==> config.mk <==
export PLATFORM = sky130hd
export DESIGN_NAME = tick_timer
export DESIGN_NICKNAME = d
export VERILOG_FILES = /design/src/rtl/tick_timer_pkg.sv /design/src/rtl/tick_prescaler.sv /design/src/rtl/tick_counter.sv /design/src/rtl/tick_irq_stage.sv /design/src/rtl/tick_timer.sv
export SDC_FILE = /design/constraint.sdc
export NUM_CORES = 1
export LEC_CHECK = 0
export CORE_ASPECT_RATIO = 0.5
export CORE_MARGIN = 2
export CORE_UTILIZATION = 50
export CTS_CLUSTER_DIAMETER = 40
export DETAILED_ROUTE_END_ITERATION = 8
export GPL_TIMING_DRIVEN = 0
export PLACE_DENSITY = 0.74
export SYNTH_ARGS = -nofsm -noshare
export SYNTH_HDL_FRONTEND = slang
export SYNTH_SLANG_ARGS = --single-unit
export TNS_END_PERCENT = 50
==> constraint.sdc <==
create_clock -name clk -period 2.7 [get_ports clk]
set_clock_uncertainty 0.2 [all_clocks]
set_input_delay 0.54 -clock clk [delete_from_list [all_inputs] [get_ports clk]]
set_output_delay 0.54 -clock clk [all_outputs]
set_load 0.1 [all_outputs]
==> src/rtl/tick_timer_pkg.sv <==
package tick_timer_pkg;

  // register port addresses
  typedef enum logic [1:0] {
    ADDR_START = 2'd0,
    ADDR_COUNT = 2'd1,
    ADDR_DIV   = 2'd2,
    ADDR_ENTRY = 2'd3
  } reg_addr_e;

  // interrupt entry field positions
  localparam int ENTRY_PEND_BIT   = 12;
  localparam int ENTRY_MASK_BIT   = 16;
  localparam int ENTRY_REPEAT_BIT = 17;

  // prescaler shift width: 3 bits give divisors 1..128
  localparam int SHIFT_W = 3;

  // compact divide code {b3,b1,b0} -> log2 divisor (wraps 7+1 to 0 = /1)
  function automatic logic [SHIFT_W-1:0] code_to_shift(input logic [SHIFT_W-1:0] code);
    return code + SHIFT_W'(1);
  endfunction

endpackage

==> src/rtl/tick_prescaler.sv <==
module tick_prescaler
  import tick_timer_pkg::*;
#(
  parameter int SHW = SHIFT_W
) (
  input  logic           clk,
  input  logic           rst_n,
  input  logic           restart,
  input  logic [SHW-1:0] shift,
  output logic           tick
);
  localparam int PRE_W = (1 << SHW) - 1;

  logic [PRE_W-1:0] pre_q;
  logic [PRE_W-1:0] mask;

  always_comb begin
    for (int i = 0; i < PRE_W; i++) begin
      mask[i] = (SHW'(i) < shift);
    end
  end

  assign tick = ((pre_q & mask) == mask);

  always_ff @(posedge clk or negedge rst_n) begin
    if (!rst_n)       pre_q <= '0;
    else if (restart) pre_q <= '0;
    else              pre_q <= pre_q + PRE_W'(1);
  end

  // after a restart, the next cycle ticks only for divide-by-one
  assert_restart_phase_R3: assert property (@(posedge clk) disable iff (!rst_n)
    restart |=> (tick == (shift == '0)));

endmodule

==> src/rtl/tick_counter.sv <==
module tick_counter #(
  parameter int CNT_W = 32
) (
  input  logic             clk,
  input  logic             rst_n,
  input  logic             load,
  input  logic [CNT_W-1:0] load_val,
  input  logic [CNT_W-1:0] start_val,
  input  logic             tick,
  input  logic             repeat_mode,
  output logic [CNT_W-1:0] count,
  output logic             expire
);
  logic [CNT_W-1:0] cnt_q;
  logic             run_q;
  logic             at_zero;

  assign at_zero = (cnt_q == '0);
  assign count   = cnt_q;
  assign expire  = tick && run_q && (cnt_q == CNT_W'(1)) && !load;

  always_ff @(posedge clk or negedge rst_n) begin
    if (!rst_n) begin
      cnt_q <= '0;
      run_q <= 1'b0;
    end else if (load) begin
      cnt_q <= load_val;
      run_q <= (load_val != '0);
    end else if (tick && run_q) begin
      if (!at_zero)         cnt_q <= cnt_q - CNT_W'(1);
      else if (repeat_mode) cnt_q <= start_val;
      else                  run_q <= 1'b0;
    end
  end

  assert_step_R4: assert property (@(posedge clk) disable iff (!rst_n)
    (tick && run_q && !at_zero && !load) |=> (cnt_q == $past(cnt_q) - CNT_W'(1)));

  assert_single_hold_R6: assert property (@(posedge clk) disable iff (!rst_n)
    (tick && run_q && at_zero && !repeat_mode && !load) |=> (cnt_q == '0 && !run_q));

  assert_reload_R7: assert property (@(posedge clk) disable iff (!rst_n)
    (tick && run_q && at_zero && repeat_mode && !load) |=> (cnt_q == $past(start_val)));

  assert_zero_stop_R9: assert property (@(posedge clk) disable iff (!rst_n)
    (load && load_val == '0) |=> (!run_q && cnt_q == '0));

endmodule

==> src/rtl/tick_irq_stage.sv <==
module tick_irq_stage #(
  parameter int VEC_W = 8
) (
  input  logic             clk,
  input  logic             rst_n,
  input  logic             expire,
  input  logic             masked,
  input  logic [VEC_W-1:0] vector_in,
  input  logic             irq_ready,
  output logic             irq_valid,
  output logic [VEC_W-1:0] irq_vector
);
  logic             valid_q;
  logic [VEC_W-1:0] vec_q;
  logic             slot_free;

  assign slot_free  = !valid_q || irq_ready;
  assign irq_valid  = valid_q;
  assign irq_vector = vec_q;

  always_ff @(posedge clk or negedge rst_n) begin
    if (!rst_n) begin
      valid_q <= 1'b0;
      vec_q   <= '0;
    end else if (expire && !masked && slot_free) begin
      valid_q <= 1'b1;
      vec_q   <= vector_in;
    end else if (irq_ready) begin
      valid_q <= 1'b0;
    end
  end

  assert_hold_R10: assert property (@(posedge clk) disable iff (!rst_n)
    (valid_q && !irq_ready) |=> (valid_q && $stable(vec_q)));

  assert_masked_quiet_R8: assert property (@(posedge clk) disable iff (!rst_n)
    (expire && masked && !valid_q) |=> !valid_q);

endmodule

==> src/rtl/tick_timer.sv <==
module tick_timer
  import tick_timer_pkg::*;
#(
  parameter int REG_W = 32,
  parameter int CNT_W = 32,
  parameter int VEC_W = 8
) (
  input  logic             clk,
  input  logic             rst_n,
  input  logic             reg_wr_en,
  input  logic [1:0]       reg_addr,
  input  logic [REG_W-1:0] reg_wdata,
  output logic [REG_W-1:0] reg_rdata,
  output logic             irq_valid,
  input  logic             irq_ready,
  output logic [VEC_W-1:0] irq_vector
);
  logic [CNT_W-1:0]   start_q;
  logic [SHIFT_W-1:0] div_q;
  logic [VEC_W-1:0]   vec_q;
  logic               mask_q;
  logic               rep_q;

  logic               wr_start, wr_div, wr_entry;
  logic               tick, expire;
  logic [CNT_W-1:0]   count;

  assign wr_start = reg_wr_en && (reg_addr == ADDR_START);
  assign wr_div   = reg_wr_en && (reg_addr == ADDR_DIV);
  assign wr_entry = reg_wr_en && (reg_addr == ADDR_ENTRY);

  always_ff @(posedge clk or negedge rst_n) begin
    if (!rst_n) begin
      start_q <= '0;
      div_q   <= '0;
      vec_q   <= '0;
      mask_q  <= 1'b1;
      rep_q   <= 1'b0;
    end else begin
      if (wr_start) start_q <= reg_wdata[CNT_W-1:0];
      if (wr_div)   div_q   <= {reg_wdata[3], reg_wdata[1:0]};
      if (wr_entry) begin
        vec_q  <= reg_wdata[VEC_W-1:0];
        mask_q <= reg_wdata[ENTRY_MASK_BIT];
        rep_q  <= reg_wdata[ENTRY_REPEAT_BIT];
      end
    end
  end

  tick_prescaler #(.SHW(SHIFT_W)) i_pre (
    .clk     (clk),
    .rst_n   (rst_n),
    .restart (wr_start || wr_div),
    .shift   (code_to_shift(div_q)),
    .tick    (tick)
  );

  tick_counter #(.CNT_W(CNT_W)) i_cnt (
    .clk         (clk),
    .rst_n       (rst_n),
    .load        (wr_start),
    .load_val    (reg_wdata[CNT_W-1:0]),
    .start_val   (start_q),
    .tick        (tick),
    .repeat_mode (rep_q),
    .count       (count),
    .expire      (expire)
  );

  tick_irq_stage #(.VEC_W(VEC_W)) i_irq (
    .clk        (clk),
    .rst_n      (rst_n),
    .expire     (expire),
    .masked     (mask_q),
    .vector_in  (vec_q),
    .irq_ready  (irq_ready),
    .irq_valid  (irq_valid),
    .irq_vector (irq_vector)
  );

  always_comb begin
    reg_rdata = '0;
    case (reg_addr)
      ADDR_START: reg_rdata[CNT_W-1:0] = start_q;
      ADDR_COUNT: reg_rdata[CNT_W-1:0] = count;
      ADDR_DIV:   reg_rdata[3:0] = {div_q[2], 1'b0, div_q[1:0]};
      default: begin
        reg_rdata[VEC_W-1:0]        = vec_q;
        reg_rdata[ENTRY_PEND_BIT]   = irq_valid;
        reg_rdata[ENTRY_MASK_BIT]   = mask_q;
        reg_rdata[ENTRY_REPEAT_BIT] = rep_q;
      end
    endcase
  end

  // a write to the count address alone never moves the count by more than one step
  assert_count_readonly_R11: assert property (@(posedge clk) disable iff (!rst_n)
    (reg_wr_en && reg_addr == ADDR_COUNT) |=>
      (count == $past(count) || count == $past(count) - CNT_W'(1) || count == start_q));

endmodule

==> flow_summary.yaml, run 1 <==
critical_path:
  cp-start-kind: "input port"
  worst-path-buf-inv: 4
  slowest_stage: "clkdlybuf4s15_2"
  crit_end: "reg_rdata[26]"
  cp-startpoint: "reg_addr[1]"
  regToRegSetupSlack_ns: 0.04
  cp_slowest_stage_delay_ns: 0.46
  cp_top_family: "buffers and inverters"
  reg2reg_from: "i_cnt.count[21]"
  crit_fanout: 10
  path_class: "input port to primary output"
  critical_path_arrival_ns: 1.94
  cp_data_required_time_ns: 1.96
  cp_cell_sequence: "clkbuf_2 -> buf_6 -> buf_4 -> nor2_4 -> clkdlybuf4s15_2"
  reg2reg_depth: 6
  worstReg2RegEnd: "i_cnt.count[17]"
  critPathCaptureType: "primary output"
  worst-path-stages: 5
place:
  gp_congestion: 0.9382
  numPortBuffers: 76
  hpwl_um: 13720
final_layout:
  layout.nets: 785
  diodes: 0
  final_layout_size_suffix_gt1_frac: 0.2744
  mostFrequentLayoutCells: "121 x nand2_1, 85 x dfrtp_1, 42 x clkdlybuf4s50_1, 41 x nor2_1, 27 x buf_4"
  area_growth_pct: 29.72
  fillers: 909
  final_common_cell: "nand2_1"
yosys:
  synth.largest_area_cell: "dfrtp_1"
  syn_nets: 676
  synth_area_um2: 5709
  synth_seq_cells: 94
  ys_warn_count: 0
  synth_top_area_frac: 0.4076
  synth_cells: 633
  synth-main-ff-cell: "dfrtp_1"
  syn_area_per_cell_um2: 9.019
  seq_area_frac_synth: 0.4122
  ys_top_cells_by_area: "dfrtp_1 41%, nand2_1 8.0%, mux2i_1 4.4%"
  synth_edf_count: 0
  yosysUniqueCellTypes: 67
  async_reset_ff_frac: 1.000
sta:
  worst_pin_slew_ns: 0.9744
  finalCriticalPeriod_ns: 2.682
  drv_slew: 0
  fin_tns_setup_ns: 0
  slew_headroom: 0.3484
  hold_violations: 0
  holdWs_ns: 0.2855
  setup_viol: 0
  fmax_mhz: 372.9
  rsz0062_at_grt: "true"
  post-route-period-util: 0.9933
die:
  dieArea_um2: 12340
  die_height_um: 79.56
  die_w_um: 155.1
  row_count: 27
  core_um2: 11050
  initial_core_util: 0.5168
  io_pins: 79
cts:
  cts_tree: "yes"
  htreeDepth: 3
  clockRootBuffer: "clkbuf_16"
  cts.path.max_buffers: 2
  clock-sinks: 94
  cts_buffers: 9
  insertion_delay_ns: 0.35
  clk_pin_slew_worst_paths_ns: 0.07
status:
  status: "complete, no violations"
min_path:
  hp-class: "register to register"
  holdPathStages: 1
grt:
  first_global_vias: 5241
  gr-total-overflow: 0
  antenna_found_initial: 0
  grt_start_max_net_pins: 57
  grt.total_usage: 0.3283
  grt_pass1_wl_um: 30210
drt:
  num_vias: 5605
  first_iter_violations: 640
  vias_per_cell: 6.284
  ant_nets: 0
  drc: 0
  first_pass_iters: 5
  post_drt_wl_per_cell_um: 21.83
  routed_wirelength_um: 19470
power:
  p_per_area_nw_per_um2: 865.4
  ir_drop_mv: 0.4210
  leakage_nw: 3.212
flow_run:
  max_cap_violations: 0
-- worst min-delay path by stage --
stage                              startpoint             endpoint
final                     i_irq.irq_vector[7]  i_irq.irq_vector[7]
after global routing      i_irq.irq_vector[7]  i_irq.irq_vector[7]
after CTS                 i_irq.irq_vector[7]  i_irq.irq_vector[7]
after detailed placement  i_irq.irq_vector[7]  i_irq.irq_vector[7]
after global placement    i_irq.irq_vector[5]  i_irq.irq_vector[5]
after floorplan                         rst_n             div_q[0]
-- per-stage QoR --
step	worst slack, ns	cell area, um^2	total power, mW	util	std cells
finish	0.01821	7406	6.409	0.6704	892
global placement	-2.700	6778	4.789	0.6135	854
detailed placement	-1.411	6803	4.842	0.6158	855
global route	-0.04071	7406	6.679	0.6704	892
CTS	-0.1779	7209	6.184	0.6526	879
floorplan	-0.2076	5836	4.099	-	633
-- worst register-to-register path, cell delays in order, from the launching register on --
cell and delay, ns:
dfrtp_2 0.46, nor4_4 0.38, nand4_1 0.23, or4_4 0.63, a21oi_4 0.35, a21oi_1 0.08, o22a_1 0.22
-- flip-flops by register name, summed over array words and instances, names as in the netlist --
signal and flops:
start_q 32, i_irq.irq_vector 8, vec_q 8, mask_q 1, i_cnt.run_q 1, i_pre.pre_q 7
i_cnt.count 32, i_irq.irq_valid 1, rep_q 1, div_q 3
-- cell families (layout without fill, tap and decap cells) --
group | Yosys count | count (layout) | share of synthesized area
AOI/OAI and AO/OA | 126 | 126 | 0.1556
xor gates and xnor gates | 16 | 16 | 0.02455
adders and majority gates | 5 | 5 | 0.01096
buffers and inverters | 49 | 163 | 0.03857
DFF | 94 | 94 | 0.4122
muxes | 58 | 58 | 0.1148
and+or+nand+nor | 285 | 285 | 0.2433
-- area by class of cell --
type,count,area [um^2],share of cell area
multi-input cells,490,3402,0.4594
flip-flops and latches,94,2364,0.3191
repair buffers,102,904.6,0.1221
plain buffers,36,232.7,0.03142
clock buffers,9,225.2,0.03041
well taps,145,181.4,0.02450
clock inverters,7,62.56,0.008447
inverters,9,33.78,0.004562
-- synth_stat cells, types with 3 or more instances --
cell       instances
o211ai_1           7
buf_6              3
nor2_1            63
and3_1             9
nand3_1           13
mux4_2             3
mux2_2            22
mux2i_1           25
ha_1               5
a21o_1             4
and2_1             3
a22o_1             9
o21ai_1            8
clkbuf_1          23
xnor2_1            8
a21oi_1           26
xor2_1             8
a2bb2oi_1          4
or4b_1             3
nor2b_1            5
and4_1             3
o21ai_0           20
nand4_1           10
a32oi_2            3
buf_2              5
nor3_1            13
mux2_1             8
a31oi_1           13
dfrtp_1           93
buf_1              7
inv_1              9
o31ai_1            6
or3_1              3
nand2_1          122
nor4_1            20
o21a_1             5
-- power breakdown --
part	leakage, nW	total, mW	internal [mW]	switching [mW]
combinational	1.93	2.79	1.01	1.77
clock	0.138	1.28	0.647	0.630
sequential	1.15	2.34	1.76	0.586
-- layer usage --
layer	up-vias	track usage	part of all wire
met5	-	0	0
met4	0	0.1130	0.025
met3	38	0.09392	0.11
met2	348	0.4818	0.41
met1	2712	0.4660	0.45
li1	2507	-	-
-- timing repair --
item | CTS | global route
gates resized for setup | 175 | 55
pin swaps | 5 | 10
hold buffers | 1 | 0
hold endpoints to repair | 17 | 0
setup buffers | 8 | 16
endpoints found under the setup margin | 105 | 92
gates cloned | 0 | 0
Note: power is estimated with default switching activity, not from simulation.
==> inputs of run 2 (changes only) <==
--- a/config.mk
+++ b/config.mk
@@ -11,6 +11,7 @@
 export CTS_CLUSTER_DIAMETER = 40
 export DETAILED_ROUTE_END_ITERATION = 8
 export GPL_TIMING_DRIVEN = 0
+export HOLD_SLACK_MARGIN = 0.06
 export PLACE_DENSITY = 0.74
 export SYNTH_ARGS = -nofsm -noshare
 export SYNTH_HDL_FRONTEND = slang
==> results of run 2 <==
Same layout as run 1: the final DEF is identical, and so are final timing and power.
